==> src/rtl/sp_pkg.sv <==
package sp_pkg;
  typedef enum logic [1:0] {
    STEP_NONE = 2'd0,
    STEP_DN   = 2'd1,
    STEP_UP   = 2'd2
  } step_e;

  localparam int unsigned SP_W = 16;
endpackage

==> src/rtl/sp_cmd_decode.sv <==
module sp_cmd_decode
  import sp_pkg::*;
(
  input  logic  push_byte,
  input  logic  pop_byte,
  input  logic  push_ret,
  input  logic  pop_ret,
  input  logic  busy,
  input  logic  pend_push,
  output step_e step,
  output logic  start_two,
  output logic  two_push
);
  // fixed priority: return push, return pop, byte push, byte pop
  always_comb begin
    step      = STEP_NONE;
    start_two = 1'b0;
    two_push  = 1'b0;
    if (busy) begin
      step = pend_push ? STEP_DN : STEP_UP;
    end else if (push_ret) begin
      step      = STEP_DN;
      start_two = 1'b1;
      two_push  = 1'b1;
    end else if (pop_ret) begin
      step      = STEP_UP;
      start_two = 1'b1;
    end else if (push_byte) begin
      step = STEP_DN;
    end else if (pop_byte) begin
      step = STEP_UP;
    end
  end
endmodule

==> src/rtl/sp_seq.sv <==
module sp_seq (
  input  logic clk,
  input  logic rst_n,
  input  logic start_two,
  input  logic two_push,
  input  logic io_we,
  output logic busy,
  output logic pend_push
);
  always_ff @(posedge clk or negedge rst_n) begin
    if (!rst_n) begin
      busy      <= 1'b0;
      pend_push <= 1'b0;
    end else if (io_we) begin
      busy      <= 1'b0;
    end else if (start_two) begin
      busy      <= 1'b1;
      pend_push <= two_push;
    end else begin
      busy      <= 1'b0;
    end
  end



  second_phase_follows_chk: assert property (@(posedge clk) disable iff (!rst_n)
    (start_two && !io_we) |=> busy);

  single_busy_cycle_chk: assert property (@(posedge clk) disable iff (!rst_n)
    busy |=> !busy);
endmodule

==> src/rtl/sp_reg.sv <==
module sp_reg
  import sp_pkg::*;
#(
  parameter int unsigned SP_BITS = 11
) (
  input  logic            clk,
  input  logic            rst_n,
  input  step_e           step,
  input  logic            io_we,
  input  logic            io_hi_sel,
  input  logic [7:0]      io_wdata,
  output logic [SP_W-1:0] sp_q,
  output logic [SP_W-1:0] sp_n,
  output logic [SP_W-1:0] addr
);
  localparam logic [SP_W-1:0] MASK = SP_W'((32'd1 << SP_BITS) - 32'd1);

  logic [SP_W-1:0] raw_n;
  logic [SP_W-1:0] sp_inc;

  assign sp_inc = (sp_q + 16'd1) & MASK;

  always_comb begin
    raw_n = sp_q;
    if (io_we) begin
      if (io_hi_sel) raw_n[15:8] = io_wdata;
      else           raw_n[7:0]  = io_wdata;
    end else begin
      case (step)
        STEP_DN: raw_n = sp_q - 16'd1;
        STEP_UP: raw_n = sp_q + 16'd1;
        default: raw_n = sp_q;
      endcase
    end
    sp_n = raw_n & MASK;
  end

  // post-decrement push, pre-increment pop
  assign addr = (step == STEP_UP) ? sp_inc : sp_q;

  always_ff @(posedge clk or negedge rst_n) begin
    if (!rst_n) sp_q <= '0;
    else        sp_q <= sp_n;
  end


  push_step_chk: assert property (@(posedge clk) disable iff (!rst_n)
    (step == STEP_DN && !io_we) |=> sp_q == (($past(sp_q) - 16'd1) & MASK));

  pop_step_chk: assert property (@(posedge clk) disable iff (!rst_n)
    (step == STEP_UP && !io_we) |=> sp_q == (($past(sp_q) + 16'd1) & MASK));

  io_hi_write_chk: assert property (@(posedge clk) disable iff (!rst_n)
    (io_we && io_hi_sel) |=>
      (sp_q[15:8] == ($past(io_wdata) & MASK[15:8])) && (sp_q[7:0] == $past(sp_q[7:0])));

  io_lo_write_chk: assert property (@(posedge clk) disable iff (!rst_n)
    (io_we && !io_hi_sel) |=>
      (sp_q[7:0] == ($past(io_wdata) & MASK[7:0])) && (sp_q[15:8] == $past(sp_q[15:8])));

  unimpl_zero_chk: assert property (@(posedge clk) disable iff (!rst_n)
    (sp_q & ~MASK) == '0);
endmodule

==> src/rtl/stack_ptr_unit.sv <==
module stack_ptr_unit
  import sp_pkg::*;
#(
  parameter int unsigned SP_BITS = 11
) (
  input  logic        clk,
  input  logic        rst_n,
  input  logic        push_byte_i,
  input  logic        pop_byte_i,
  input  logic        push_ret_i,
  input  logic        pop_ret_i,
  input  logic        io_we_i,
  input  logic        io_hi_sel_i,
  input  logic [7:0]  io_wdata_i,
  output logic [7:0]  io_rdata_lo_o,
  output logic [7:0]  io_rdata_hi_o,
  output logic [15:0] mem_addr_o,
  output logic        mem_valid_o,
  output logic        mem_write_o,
  output logic [15:0] sp_next_o,
  output logic        busy_o
);
  step_e           step;
  logic            start_two, two_push, busy, pend_push;
  logic [SP_W-1:0] sp_q, sp_n, addr;

  sp_cmd_decode u_dec (
    .push_byte (push_byte_i),
    .pop_byte  (pop_byte_i),
    .push_ret  (push_ret_i),
    .pop_ret   (pop_ret_i),
    .busy      (busy),
    .pend_push (pend_push),
    .step      (step),
    .start_two (start_two),
    .two_push  (two_push)
  );

  sp_seq u_seq (
    .clk       (clk),
    .rst_n     (rst_n),
    .start_two (start_two),
    .two_push  (two_push),
    .io_we     (io_we_i),
    .busy      (busy),
    .pend_push (pend_push)
  );

  sp_reg #(.SP_BITS(SP_BITS)) u_reg (
    .clk       (clk),
    .rst_n     (rst_n),
    .step      (step),
    .io_we     (io_we_i),
    .io_hi_sel (io_hi_sel_i),
    .io_wdata  (io_wdata_i),
    .sp_q      (sp_q),
    .sp_n      (sp_n),
    .addr      (addr)
  );

  assign io_rdata_lo_o = sp_q[7:0];

  generate
    if (SP_BITS > 8) begin : g_hi_reg
      assign io_rdata_hi_o = sp_q[15:8];
    end else begin : g_hi_absent
      assign io_rdata_hi_o = 8'h00;
    end
  endgenerate

  assign mem_valid_o = (step != STEP_NONE) && !io_we_i;
  assign mem_write_o = (step == STEP_DN);
  assign mem_addr_o  = addr;
  assign sp_next_o   = sp_n;
  assign busy_o      = busy;


  io_blocks_access_chk: assert property (@(posedge clk) disable iff (!rst_n)
    io_we_i |-> !mem_valid_o);

  busy_is_access_chk: assert property (@(posedge clk) disable iff (!rst_n)
    (busy_o && !io_we_i) |-> mem_valid_o);
endmodule

==> config.mk <==
export PLATFORM = sky130hd
export DESIGN_NAME = stack_ptr_unit
export DESIGN_NICKNAME = d
export VERILOG_FILES = /design/src/rtl/sp_pkg.sv /design/src/rtl/sp_cmd_decode.sv /design/src/rtl/sp_seq.sv /design/src/rtl/sp_reg.sv /design/src/rtl/stack_ptr_unit.sv
export SDC_FILE = /design/constraint.sdc
export NUM_CORES = 1
export LEC_CHECK = 0
export ABC_AREA = 1
export BUFFER_PORTS_ARGS = -buffer_cell sky130_fd_sc_hd__buf_2
export CORE_MARGIN = 8
export CORE_UTILIZATION = 25
export DETAILED_ROUTE_END_ITERATION = 6
export GPL_ROUTABILITY_DRIVEN = 0
export PLACE_DENSITY_LB_ADDON = 0.08
export SYNTH_ARGS = -nofsm -noshare
export SYNTH_HDL_FRONTEND = slang
export SYNTH_HIERARCHICAL = 1
export SYNTH_SLANG_ARGS = --single-unit
export TNS_END_PERCENT = 30
==> constraint.sdc <==
create_clock -name clk -period 1.9 [get_ports clk]
set_input_delay 0.19 -clock clk [delete_from_list [all_inputs] [get_ports clk]]
set_output_delay 0.19 -clock clk [all_outputs]
set_load 0.05 [all_outputs]
; ---- Word level (Yosys, flattened, before mapping)
; Index checks and enable logic that the tools add are counted.
; Widths: inputs -> output; s select.
[op_classes]
n_bitwise = 1
muxes = 18
n_addsub = 2
n_reduce_logical = 4
eq_ne = 2
[ops]
columns = cell, n
row1 = $mux 11, 2
row2 = $pmux 11 s2, 1
row3 = $mux 2, 6
row4 = $add 11x1->11 const B, 1
row5 = $sub 11x1->11 const B, 1
row6 = $mux 8, 1
row7 = $mux 1, 7
row8 = $mux 3, 1
row9 = $eq 2x1->1 const B, 1
row10 = $eq 2x2->1 const B, 1
row11 = $reduce_and 2->1, 1
row12 = $reduce_bool 2->1, 1
row13 = $logic_and 1x1->1, 1
row14 = $logic_not 1->1, 1
row15 = $not 1->1, 1
[word_totals]
wordCells = 30
inputBits = 16
ff_bits = 13

; ---- Depth between registers and ports, before layout
; Gate-level depths: netlist (run 1).
[logic_depth]
ltp_word = 8
ltp_mapped = 11
depth_no_buf = 11

; ---- Cells and area by module
; Netlist (run 1), hierarchy kept.
[by_module_without_submodules]
columns = mod, area_per_inst_um2, n_inst, seq_area_each_um2, cells_each
row1 = sp_reg, 1311.3, 1, 275.3, 218
row2 = sp_seq, 76.3, 1, 50.0, 8
row3 = sp_cmd_decode, 56.3, 1, 0.0, 12
row4 = stack_ptr_unit, 15.0, 1, 0.0, 4

; ---- Least setup slack after synthesis (run 1)
; Ideal clock, no wire load.
[synth_timing]
kind = reg2reg
startpoint = register u_seq.busy
endpoint = register u_reg.sp_q[2]
setup_time_ps = 248
path_slack_ps = -1348
arrival_time_ps = 2999
synth_period_minus_slack_ps = 3248
path_buffers = 0
path_stages_with_launch = 11
cell_sequence = dfrtp_1 -> nor2_2 -> nand2_1 -> o21bai_1 -> ha_1 -> inv_1 -> a21oi_1 -> o21ai_0 -> a21oi_1 -> a21oi_1 -> o21ai_0
[synth_via]
elab_chain_cells = 4
[synth_lines]
columns = element, line
row1 = from (decl), sp_seq.sv:7  ; output logic busy,
row2 = from (signal assigned), sp_seq.sv:12  ; busy <= 1'b0;
row3 = from (signal assigned), sp_seq.sv:15  ; busy <= 1'b0;
row4 = from (signal assigned), sp_seq.sv:17  ; busy <= 1'b1;
row5 = $mux 2 *, sp_cmd_decode.sv:19  ; if (busy) begin
row6 = via step[1], stack_ptr_unit.sv:23  ; step_e step;
row7 = $eq 2x2->1 / $eq 2x1->1 (equally long branches), sp_reg.sv:29  ; case (step)
row8 = $pmux 11 s2 *, sp_reg.sv:29
row9 = $mux 11 *, sp_reg.sv:25  ; if (io_we) begin
row10 = via sp_next_o[2], stack_ptr_unit.sv:20  ; output logic [15:0] sp_next_o,
row11 = to (signal assigned), sp_reg.sv:43  ; else sp_q <= sp_n;
row12 = to (decl), sp_reg.sv:12  ; output logic [SP_W-1:0] sp_q,
; The timed path passes the listed nets; every way through them passes the cells marked *.
; A chain may end at the register's enable or synchronous reset.

; ---- Final worst setup path (run 1)
[layout_timing]
startpoint = register u_seq.busy
endpoint = output port sp_next_o[0]
[layout_via]
elab_chain_cells = 4
[layout_lines]
columns = element, line
row1 = $mux 2 *, sp_cmd_decode.sv:19
row2 = via step[0], stack_ptr_unit.sv:23
row3 = $eq 2x2->1 / $eq 2x1->1 (equally long branches), sp_reg.sv:29
row4 = $pmux 11 s2 *, sp_reg.sv:29
row5 = $mux 11 *, sp_reg.sv:25
row6 = to (decl), stack_ptr_unit.sv:20
; Marked as above.

==> reports/results.txt, run 1 <==
worst skew pair latency -> 250 ps
Clock Skew -> 2.40 ps
antenna violations before repair -> 0
Die ar. -> 0.00854 mm^2
minimum clock period -> 2220 ps
commonest non-fill, non-tap cells in the layout -> 48 x buf_4, 42 x nand2_1, 29 x buf_2, 26 x nand3_1, 25 x buf_6
maximum clock frequency -> 451 MHz
core area -> 0.00578 mm^2
most common cell after layout, fill and taps aside -> buf_4
Final nets -> 366
startpoint types -> flip-flop
Max IR drop VDD -> 0.614 mV
R2R Path Start -> u_seq/busy
drt pass-1 iters -> 4
Final period util -> 117%
DRC marker count from the first detailed-route iteration -> 63
fillers -> 606
drt wl/cell -> 13.8 um
GRT Util Overall -> 13.6%
# diodes -> 0
Ys Warns -> 6
via count -> 1,909
failing checks -> setup timing
Lkg Pwr -> 1.27 nW
first-pass GRT wire length -> 9.56 mm
Hold Slack -> 231 ps
Hold Crit Class -> input port to flip-flop
Die Y -> 92.4 um
final hold viol count -> 0
Site Rows -> 28
IO Port Bufs -> 51
leading area contributor after synthesis -> dfrtp_1
starting density of the core -> 25.2%
Crit. End Element -> output pin
vias in the first global route -> 1,964
critical path class -> flip-flop to output pin
GR Overflow Total -> 0
Netlist cell types -> 24
layout cell share with drive strength beyond 1 -> 47.7%
Reg2Reg Depth -> 14
Synth area leaders -> dfrtp_1 22%, nand2_1 13%, o21ai_0 12%
CTS tree -> yes
Post-Syn Area -> 0.00146 mm^2
Final WS setup -> -318 ps
CP Capture Point -> sp_next_o[0]
DR vias/cell -> 4.56
Multi-input gate area -> 0.00122 mm^2
Root Buffer Master -> clkbuf_8
pin count of the biggest net entering global routing -> 20
post-synth top area share -> 22.3%
Layout area overhead -> 80.8%
Tot Pwr -> 2.99 mW
post-route antenna net violation count -> 0
Reg2Reg Setup Slack -> 50 ps
H-tree depth -> 1
CTS buffer count -> 3
Worst Setup SP -> u_seq/busy
Setup Viol. Count Final -> 22
CP Max Fanout -> 3
Data required, critical path -> 1710 ps
unrepaired setup endpoints after global routing -> yes
max cap viols -> 0
fin. max-slew vios -> 0
Detailed Route WL -> 5.78 mm
pwr dens -> 1130 mW/mm^2
Crit path arrival time -> 2030 ps
Sequential Area -> 327 um^2
flops & latches, synth -> 13
status -> finished, violations left
clock-pin slew of the registers on the worst-case setup and hold paths -> 60 ps
end of the worst register-to-register path -> u_reg/sp_q[8]
Area after DPL -> 0.00221 mm^2
clk sinks -> 13
final instance area -> 0.00264 mm^2
syn_area_per_cell -> 6.03 um^2
post-synthesis sequential area ratio -> 22.3%
I/O pin count -> 67
Cells after Synth -> 242
Final HPWL DP -> 4.77 mm
Die Width -> 92.4 um
clock buffer depth -> 2
Residual DRC -> 0
==> metrics by stage <==
stage | TNS (ps) | instances | utilization (%) | worst slack [ps]
2_1_floorplan | -4220 | 256 | - | -330
3_3_place_gp | -3000 | 406 | 38.2 | -249
3_5_place_dp | -3780 | 406 | 38.2 | -279
4_1_cts | -5780 | 414 | 43.6 | -355
5_1_grt | -6890 | 419 | 45.6 | -412
6_report | -4490 | 419 | 45.6 | -318
==> registers in the layout (all words and copies together), names as in the netlist <==
name             cells
u_seq/busy           1
u_seq/pend_push      1
u_reg/sp_q          11
==> repair_timing <==
item                                    CTS  global route
resized for setup                        71            26
cloned                                    0             0
endpoints found under the hold margin    13             0
setup buffers                             3             5
endpoints found under the setup margin   23            24
hold buffers                              1             0
pin swaps                                10             8
==> where the power goes <==
group	leakage (nW)	switching, mW	internal [mW]	total, mW
logic	1.09	1.48	0.830	2.31
clock network	0.0228	0.105	0.148	0.254
registers	0.157	0.0936	0.337	0.431
==> synthesized netlist by cell type (all sizes together) <==
master,count
nand2,50
o21ai,37
nor2,30
nand3,28
inv,27
a21oi,17
buf,17
dfrtp,13
clkbuf,5
ha,5
o211ai,5
nand4,3
a32oi,1
clkinv,1
conb,1
o21bai,1
xor2,1
==> worst min path at each step <==
| stage | startpoint | end | depth (start not counted) |
|---|---|---|---|
| after floorplan | rst_n | u_reg/sp_q[0] | 0 |
| after global placement | rst_n | u_reg/sp_q[7] | 1 |
| after detailed placement | rst_n | u_reg/sp_q[8] | 1 |
| after CTS | io_wdata_i[4] | u_reg/sp_q[4] | 3 |
| after global routing | io_wdata_i[4] | u_reg/sp_q[4] | 3 |
| final | io_wdata_i[4] | u_reg/sp_q[4] | 3 |
==> routing by layer <==
layer  part of all wire (%)  GRT usage (%)
met5                      0              0
met4                    1.2           4.03
met3                    4.2           1.70
met2                     46           22.9
met1                     48           17.6
==> logic make-up after synthesis <==
family	synth area share (%)
AO/OA/AOI/OAI	22.5
AND/OR/NAND/NOR	33.0
XOR/XNOR	0.600
flip-flops	22.3
other	0.257
buffers and inverters	17.1
adder cells (fa/ha/maj)	4.29
==> worst max-delay path, stage by stage (launching register included) <==
cell and delay, ps:
dfrtp_2 390, nor2_4 40, buf_4 120, a21oi_2 150
inv_2 60, ha_4 170, buf_4 130, buf_4 130
ha_4 150, o21ai_2 170, a32oi_4 70, buf_6 180
==> cell type report <==
class                   count  area share, %
multi-input cells         193           46.1
repair buffers            106           32.1
flip-flops and latches     13           12.4
inverters                  28           4.13
well taps                  75           3.56
clock buffers               4           1.71
No activity file was read; power rests on OpenSTA's default activity.
==> run 2: changes to the inputs <==
--- a/config.mk
+++ b/config.mk
@@ -11,6 +11,7 @@
 export CORE_UTILIZATION = 25
 export DETAILED_ROUTE_END_ITERATION = 6
 export GPL_ROUTABILITY_DRIVEN = 0
+export MAX_ROUTING_LAYER = met4
 export PLACE_DENSITY_LB_ADDON = 0.08
 export SYNTH_ARGS = -nofsm -noshare
 export SYNTH_HDL_FRONTEND = slang
==> run 2 against run 1 <==
Compared with the run above:
- the flow still finishes with violations (setup timing)
- routed wire length about the same
- die area stayed put
- final area is the same
- non-clock buffer count did not move
- worst setup slack worse by 6.5 ps
- combinational power about the same
- core utilization did not move
- register-to-register slack about the same
- total power is essentially flat
- largest power group unchanged
- highest routed layer unchanged
==> reports/results.txt, run 2 (synthesis gave the netlist of run 1 again) <==
status -> finished, violations left
failing checks -> setup timing
Final period util -> 117% (+0.34 points)
Die Width -> 92.4 um (unchanged)
final hold viol count -> 0 (unchanged)
Final WS setup -> -325 ps (-6.46 ps)
end of the worst register-to-register path -> u_reg/sp_q[8]
pwr dens -> 1130 mW/mm^2 (about the same)
GRT Util Overall -> 14.0% (+0.38 points)
Biggest register -> u_reg/sp_q
Detailed Route WL -> 5.77 mm (about the same)
R2R Path Start -> u_seq/busy
fillers -> 606 (unchanged)
layout cell share with drive strength beyond 1 -> 47.7% (unchanged)
most used cell, CP -> buf_4
post-route antenna net violation count -> 0 (unchanged)
Lkg Pwr -> 1.27 nW (unchanged)
Setup Viol. Count Final -> 22 (unchanged)
drt pass-1 iters -> 4 (unchanged)
max reg flops -> 11 (unchanged)
hold-critical path depth -> 3 (unchanged)
H-tree depth -> 1 (unchanged)
Crit path arrival time -> 2030 ps (about the same)
first-pass GRT wire length -> 9.55 mm (-0.15%)
WHS Endpoint -> u_reg/sp_q[4]
Buf/Inv on CP -> 5 (unchanged)
biggest regs -> u_reg/sp_q (11), u_seq/busy (1), u_seq/pend_push (1)
CTS buffer count -> 3 (unchanged)
clk sinks -> 13 (unchanged)
Reg2Reg Depth -> 14 (unchanged)
Reg2Reg Setup Slack -> 50 ps (about the same)
most common cell after layout, fill and taps aside -> buf_4
Clock Skew -> 2.06 ps (-0.341 ps)
Finished Layout Cells -> 419 (unchanged)
I/O pin count -> 67 (unchanged)
IO Port Bufs -> 51 (unchanged)
clock-pin slew of the registers on the worst-case setup and hold paths -> 60 ps (about the same)
Die ar. -> 0.00854 mm^2 (unchanged)
Hold Slack -> 231 ps (-0.121 ps)
final instance area -> 0.00264 mm^2 (unchanged)
Hold Crit Class -> input port to flip-flop
Worst Setup SP -> u_seq/busy
unrepaired setup endpoints after global routing -> yes
crit-path cells -> nor2_4, buf_4, a21oi_2, inv_2, ha_4, buf_4, buf_4, ha_4, o21ai_2, a32oi_4, buf_6
DR vias/cell -> 4.55 (-0.10%)
core area -> 0.00578 mm^2 (unchanged)
# diodes -> 0 (unchanged)
drt wl/cell -> 13.8 um (about the same)
CP Max Fanout -> 3 (unchanged)
Residual DRC -> 0 (unchanged)
via count -> 1,907 (-0.10%)
DRC marker count from the first detailed-route iteration -> 60 (-4.8%)
fin. max-slew vios -> 0 (unchanged)
commonest non-fill, non-tap cells in the layout -> 48 x buf_4, 42 x nand2_1, 29 x buf_2, 26 x nand3_1, 25 x buf_6
critical path class -> flip-flop to output pin
Max IR drop VDD -> 0.614 mV (about the same)
Final nets -> 366 (unchanged)
Area after DPL -> 0.00221 mm^2 (unchanged)
starting density of the core -> 25.2% (unchanged)
Placed Cells -> 406 (unchanged)
max cap viols -> 0 (unchanged)
worst skew pair latency -> 250 ps (about the same)
Root Buffer Master -> clkbuf_8
pin count of the biggest net entering global routing -> 20 (unchanged)
startpoint types -> flip-flop
Data required, critical path -> 1710 ps (about the same)
CTS tree -> yes
Critical-path top delay cell -> dfrtp_2
Top delay family on crit path -> buffers and inverters
HP Start -> io_wdata_i[4]
minimum clock period -> 2220 ps (+6.46 ps)
Crit. End Element -> output pin
maximum clock frequency -> 450 MHz (-0.29%)
GR Overflow Total -> 0 (unchanged)
antenna violations before repair -> 0 (unchanged)
vias in the first global route -> 1,965 (+0.051%)
Site Rows -> 28 (unchanged)
CP max stage delay -> 390 ps (about the same)
Die Y -> 92.4 um (unchanged)
Layout area overhead -> 80.8% (unchanged)
Final HPWL DP -> 4.77 mm (unchanged)
clock buffer depth -> 2 (unchanged)
==> run 2: where the power goes <==
part           switching (mW)  internal, mW  total [mW]
clock                   0.105         0.148       0.254
combinational            1.48         0.830        2.31
sequential             0.0937         0.337       0.431
total                    1.68          1.32        2.99
==> run 2: timing repair <==
item / in CTS / in global routing
pin swaps: 10 / 8
hold buffers: 1 / 0
setup endpoints to repair: 23 / 24
setup buffers: 3 / 5
endpoints found under the hold margin: 13 / 0
gates resized for setup: 71 / 26
==> run 2: worst max-delay path by stage <==
stage | endpoint | slack, ps | cells past startpoint
2_1_floorplan | u_reg/sp_q[4] | -330 | 6
3_3_place_gp | sp_next_o[0] | -250 | 10
3_5_place_dp | sp_next_o[7] | -280 | 12
4_1_cts | sp_next_o[5] | -350 | 12
5_1_grt | sp_next_o[2] | -410 | 11
6_report | sp_next_o[0] | -320 | 11
==> run 2: stage by stage <==
step	TNS (ps)	setup slack, ps	util [%]	power, mW
6_report	-4490	-325	45.6	2.99
5_1_grt	-6890	-412	45.6	3.19
4_1_cts	-5780	-355	43.6	2.93
3_5_place_dp	-3780	-279	38.2	2.39
3_3_place_gp	-3000	-249	38.2	2.40
2_1_floorplan	-4220	-330	-	1.78
==> run 2: routing by layer <==
layer / GRT usage (%) / share of wire, % / vias up
met5: - / 0 / -
met4: 4.03 / 1.2 / 0
met3: 1.05 / 3.5 / 8
met2: 22.9 / 46 / 48
met1: 18.0 / 49 / 875
li1: - / - / 976
==> run 2: layout make-up <==
cell class                      count  area [um^2]  share of cell area, %
Clock buffer                        4         45.0                   1.71
Inverter                           28          109                   4.13
Multi-Input combinational cell    193         1220                   46.1
Sequential cell                    13          327                   12.4
Tap cell                           75         93.8                   3.56
Timing Repair Buffer              106          847                   32.1
==> run 2: worst register-to-register path, stage by stage, from the launching register on <==
cell and delay, ps:
dfrtp_2 390, nor2_4 40, buf_4 120, a21oi_2 150, inv_2 60, ha_4 170, inv_4 70, buf_12 120
a21oi_2 30, nand2_1 100, nand3_1 90, nand2_1 80, o21ai_2 70, buf_4 130, buf_4 120
==> run 3: changes to the inputs <==
==> constraint.sdc (replaced) <==
create_clock -name clk -period 2.8 [get_ports clk]
set_input_delay 0.28 -clock clk [delete_from_list [all_inputs] [get_ports clk]]
set_output_delay 0.28 -clock clk [all_outputs]
set_load 0.05 [all_outputs]
==> run 3 against run 2 <==
Compared with the run above:
- the flow now finishes without violations
- sequential power fell by 30%
- highest routed layer unchanged
- largest power group unchanged
- routed wire length fell by 9.0%
- clock power decreased by 33%
- critical endpoint is now sp_next_o[2]
==> reports/results.txt, run 3 (synthesis gave the netlist of run 1 again) <==
Area after DPL -> 0.00174 mm^2 (-21%)
Setup Viol. Count Final -> 0 (-100%)
Lkg Pwr -> 0.933 nW (-27%)
starting density of the core -> 25.2% (unchanged)
CTS tree -> yes
unrepaired setup endpoints after global routing -> no
critical path class -> flip-flop to output pin
via count -> 1,698 (-11%)
biggest regs -> u_reg/sp_q (11), u_seq/busy (1), u_seq/pend_push (1)
first-pass GRT wire length -> 8.73 mm (-8.6%)
Biggest register -> u_reg/sp_q
fin. max-slew vios -> 0 (unchanged)
post-layout util -> 31.2% (-14 points)
fillers -> 691 (+14%)
commonest non-fill, non-tap cells in the layout -> 49 x buf_2, 49 x nand2_1, 35 x o21ai_0, 27 x nand3_1
DRC marker count from the first detailed-route iteration -> 140 (+130%)
Residual DRC -> 0 (unchanged)
final instance area -> 0.00181 mm^2 (-32%)
Clock Skew -> 1.61 ps (-0.448 ps)
maximum clock frequency -> 392 MHz
Finished Layout Cells -> 367 (-12%)
pwr dens -> 856 mW/mm^2 (-25%)
Layout area overhead -> 23.8%
final hold viol count -> 0 (unchanged)
Die Y -> 92.4 um (unchanged)
GRT Util Overall -> 12.8% (-1.2 points)
Die ar. -> 0.00854 mm^2 (unchanged)
clock buffer depth -> 2 (unchanged)
clock-pin slew of the registers on the worst-case setup and hold paths -> 60 ps (about the same)
Placed Cells -> 362 (-11%)
Final nets -> 314 (-14%)
Crit. End Element -> output pin
Final HPWL DP -> 4.27 mm (-10%)
Root Buffer Master -> clkbuf_8
drt wl/cell -> 14.3 um (+3.9%)
Final period util -> 91.2%
post-route antenna net violation count -> 0 (unchanged)
Die Width -> 92.4 um (unchanged)
startpoint types -> flip-flop
Max IR drop VDD -> 0.348 mV (-43%)
pin count of the biggest net entering global routing -> 25 (+25%)
CP Max Fanout -> 9 (+6)
drt pass-1 iters -> 4 (unchanged)
I/O pin count -> 67 (unchanged)
worst skew pair latency -> 240 ps (about the same)
vias in the first global route -> 1,731 (-12%)
Hold Crit Class -> input port to flip-flop
clk sinks -> 13 (unchanged)
CTS buffer count -> 3 (unchanged)
layout cell share with drive strength beyond 1 -> 23.3% (-24 points)
H-tree depth -> 1 (unchanged)
status -> finished clean
max cap viols -> 0 (unchanged)
minimum clock period -> 2550 ps
Site Rows -> 28 (unchanged)
Crit path arrival time -> 2270 ps (+240 ps)
# diodes -> 0 (unchanged)
Detailed Route WL -> 5.26 mm (-9.0%)
GR Overflow Total -> 0 (unchanged)
Data required, critical path -> 2520 ps (+810 ps)
core area -> 0.00578 mm^2 (unchanged)
antenna violations before repair -> 0 (unchanged)
# Post-CTS Setup Buffers -> 0 (-3)
max reg flops -> 11 (unchanged)
IO Port Bufs -> 51 (unchanged)
DR vias/cell -> 4.63 (+1.7%)
-- run 3: cell count changes in the layout (fill, tap and decap cells not counted), sizes merged --
cell,change
clkbuf,+2
buf,-54
-- run 3: worst max-delay path, stage by stage, from the launching register on --
cell and delay [ps]:
dfrtp_1 420, inv_1 80, nor2_2 40, a21oi_2 170, inv_1 60, ha_1 290, clkinv_1 260, o21ai_0 160
a21oi_1 100, o21ai_2 140, buf_2 290
-- run 3: report_power, final --
group	internal, mW	switching, mW
logic	0.228	0.845
registers	0.228	0.0721
clock network	0.101	0.0707
total	0.557	0.988
-- run 3: area by class of cell --
cell class                      instances  area, um^2  area share (%)
Multi-Input combinational cell        193         951            52.7
Sequential cell                        13         325            18.0
Timing Repair Buffer                   54         285            15.8
Inverter                               28         105            5.82
Tap cell                               75        93.8            5.20
Clock buffer                            4        45.0            2.49
-- run 3: final timing paths --
| check | cells past startpoint | slack (ps) | start | end |
|---|---|---|---|---|
| worst max register to register | 9 | 940 | u_seq/busy | u_reg/sp_q[0] |
| worst min register to register | 2 | 520 | u_seq/pend_push | u_seq/pend_push |
| worst min-delay path | 3 | 310 | io_wdata_i[4] | u_reg/sp_q[4] |
| min in group asynchronous | 2 | 460 | rst_n | u_reg/sp_q[8] |
| max in group asynchronous | 2 | 2100 | rst_n | u_seq/busy |
| worst max-delay path | 10 | 250 | u_seq/busy | sp_next_o[2] |
-- run 3: what timing repair did --
action | 4_1_cts | 5_1_grt
gates resized for setup | 0 | 5
endpoints found under the setup margin | 0 | 8
endpoints found under the hold margin | 13 | 0
hold buffers | 1 | 0
-- run 3: layer usage --
layer | global-route usage (%) | routed length (um)
met5 | - | 0
met3 | 1.13 | 285
met4 | 3.22 | 31
met2 | 19.6 | 2320
met1 | 17.6 | 2620
-- run 3: per-stage QoR --
| stage | power (mW) | TNS, ps | hold slack, ps | worst slack (ps) |
|---|---|---|---|---|
| 2_1_floorplan | 1.13 | -1350 | -15.6 | -122 |
| 3_3_place_gp | 1.38 | 0 | 195 | 379 |
| 3_5_place_dp | 1.38 | 0 | 195 | 388 |
| 4_1_cts | 1.55 | 0 | 309 | 121 |
| 5_1_grt | 1.66 | 0 | 355 | 43.0 |
| 6_report | 1.55 | 0 | 306 | 247 |
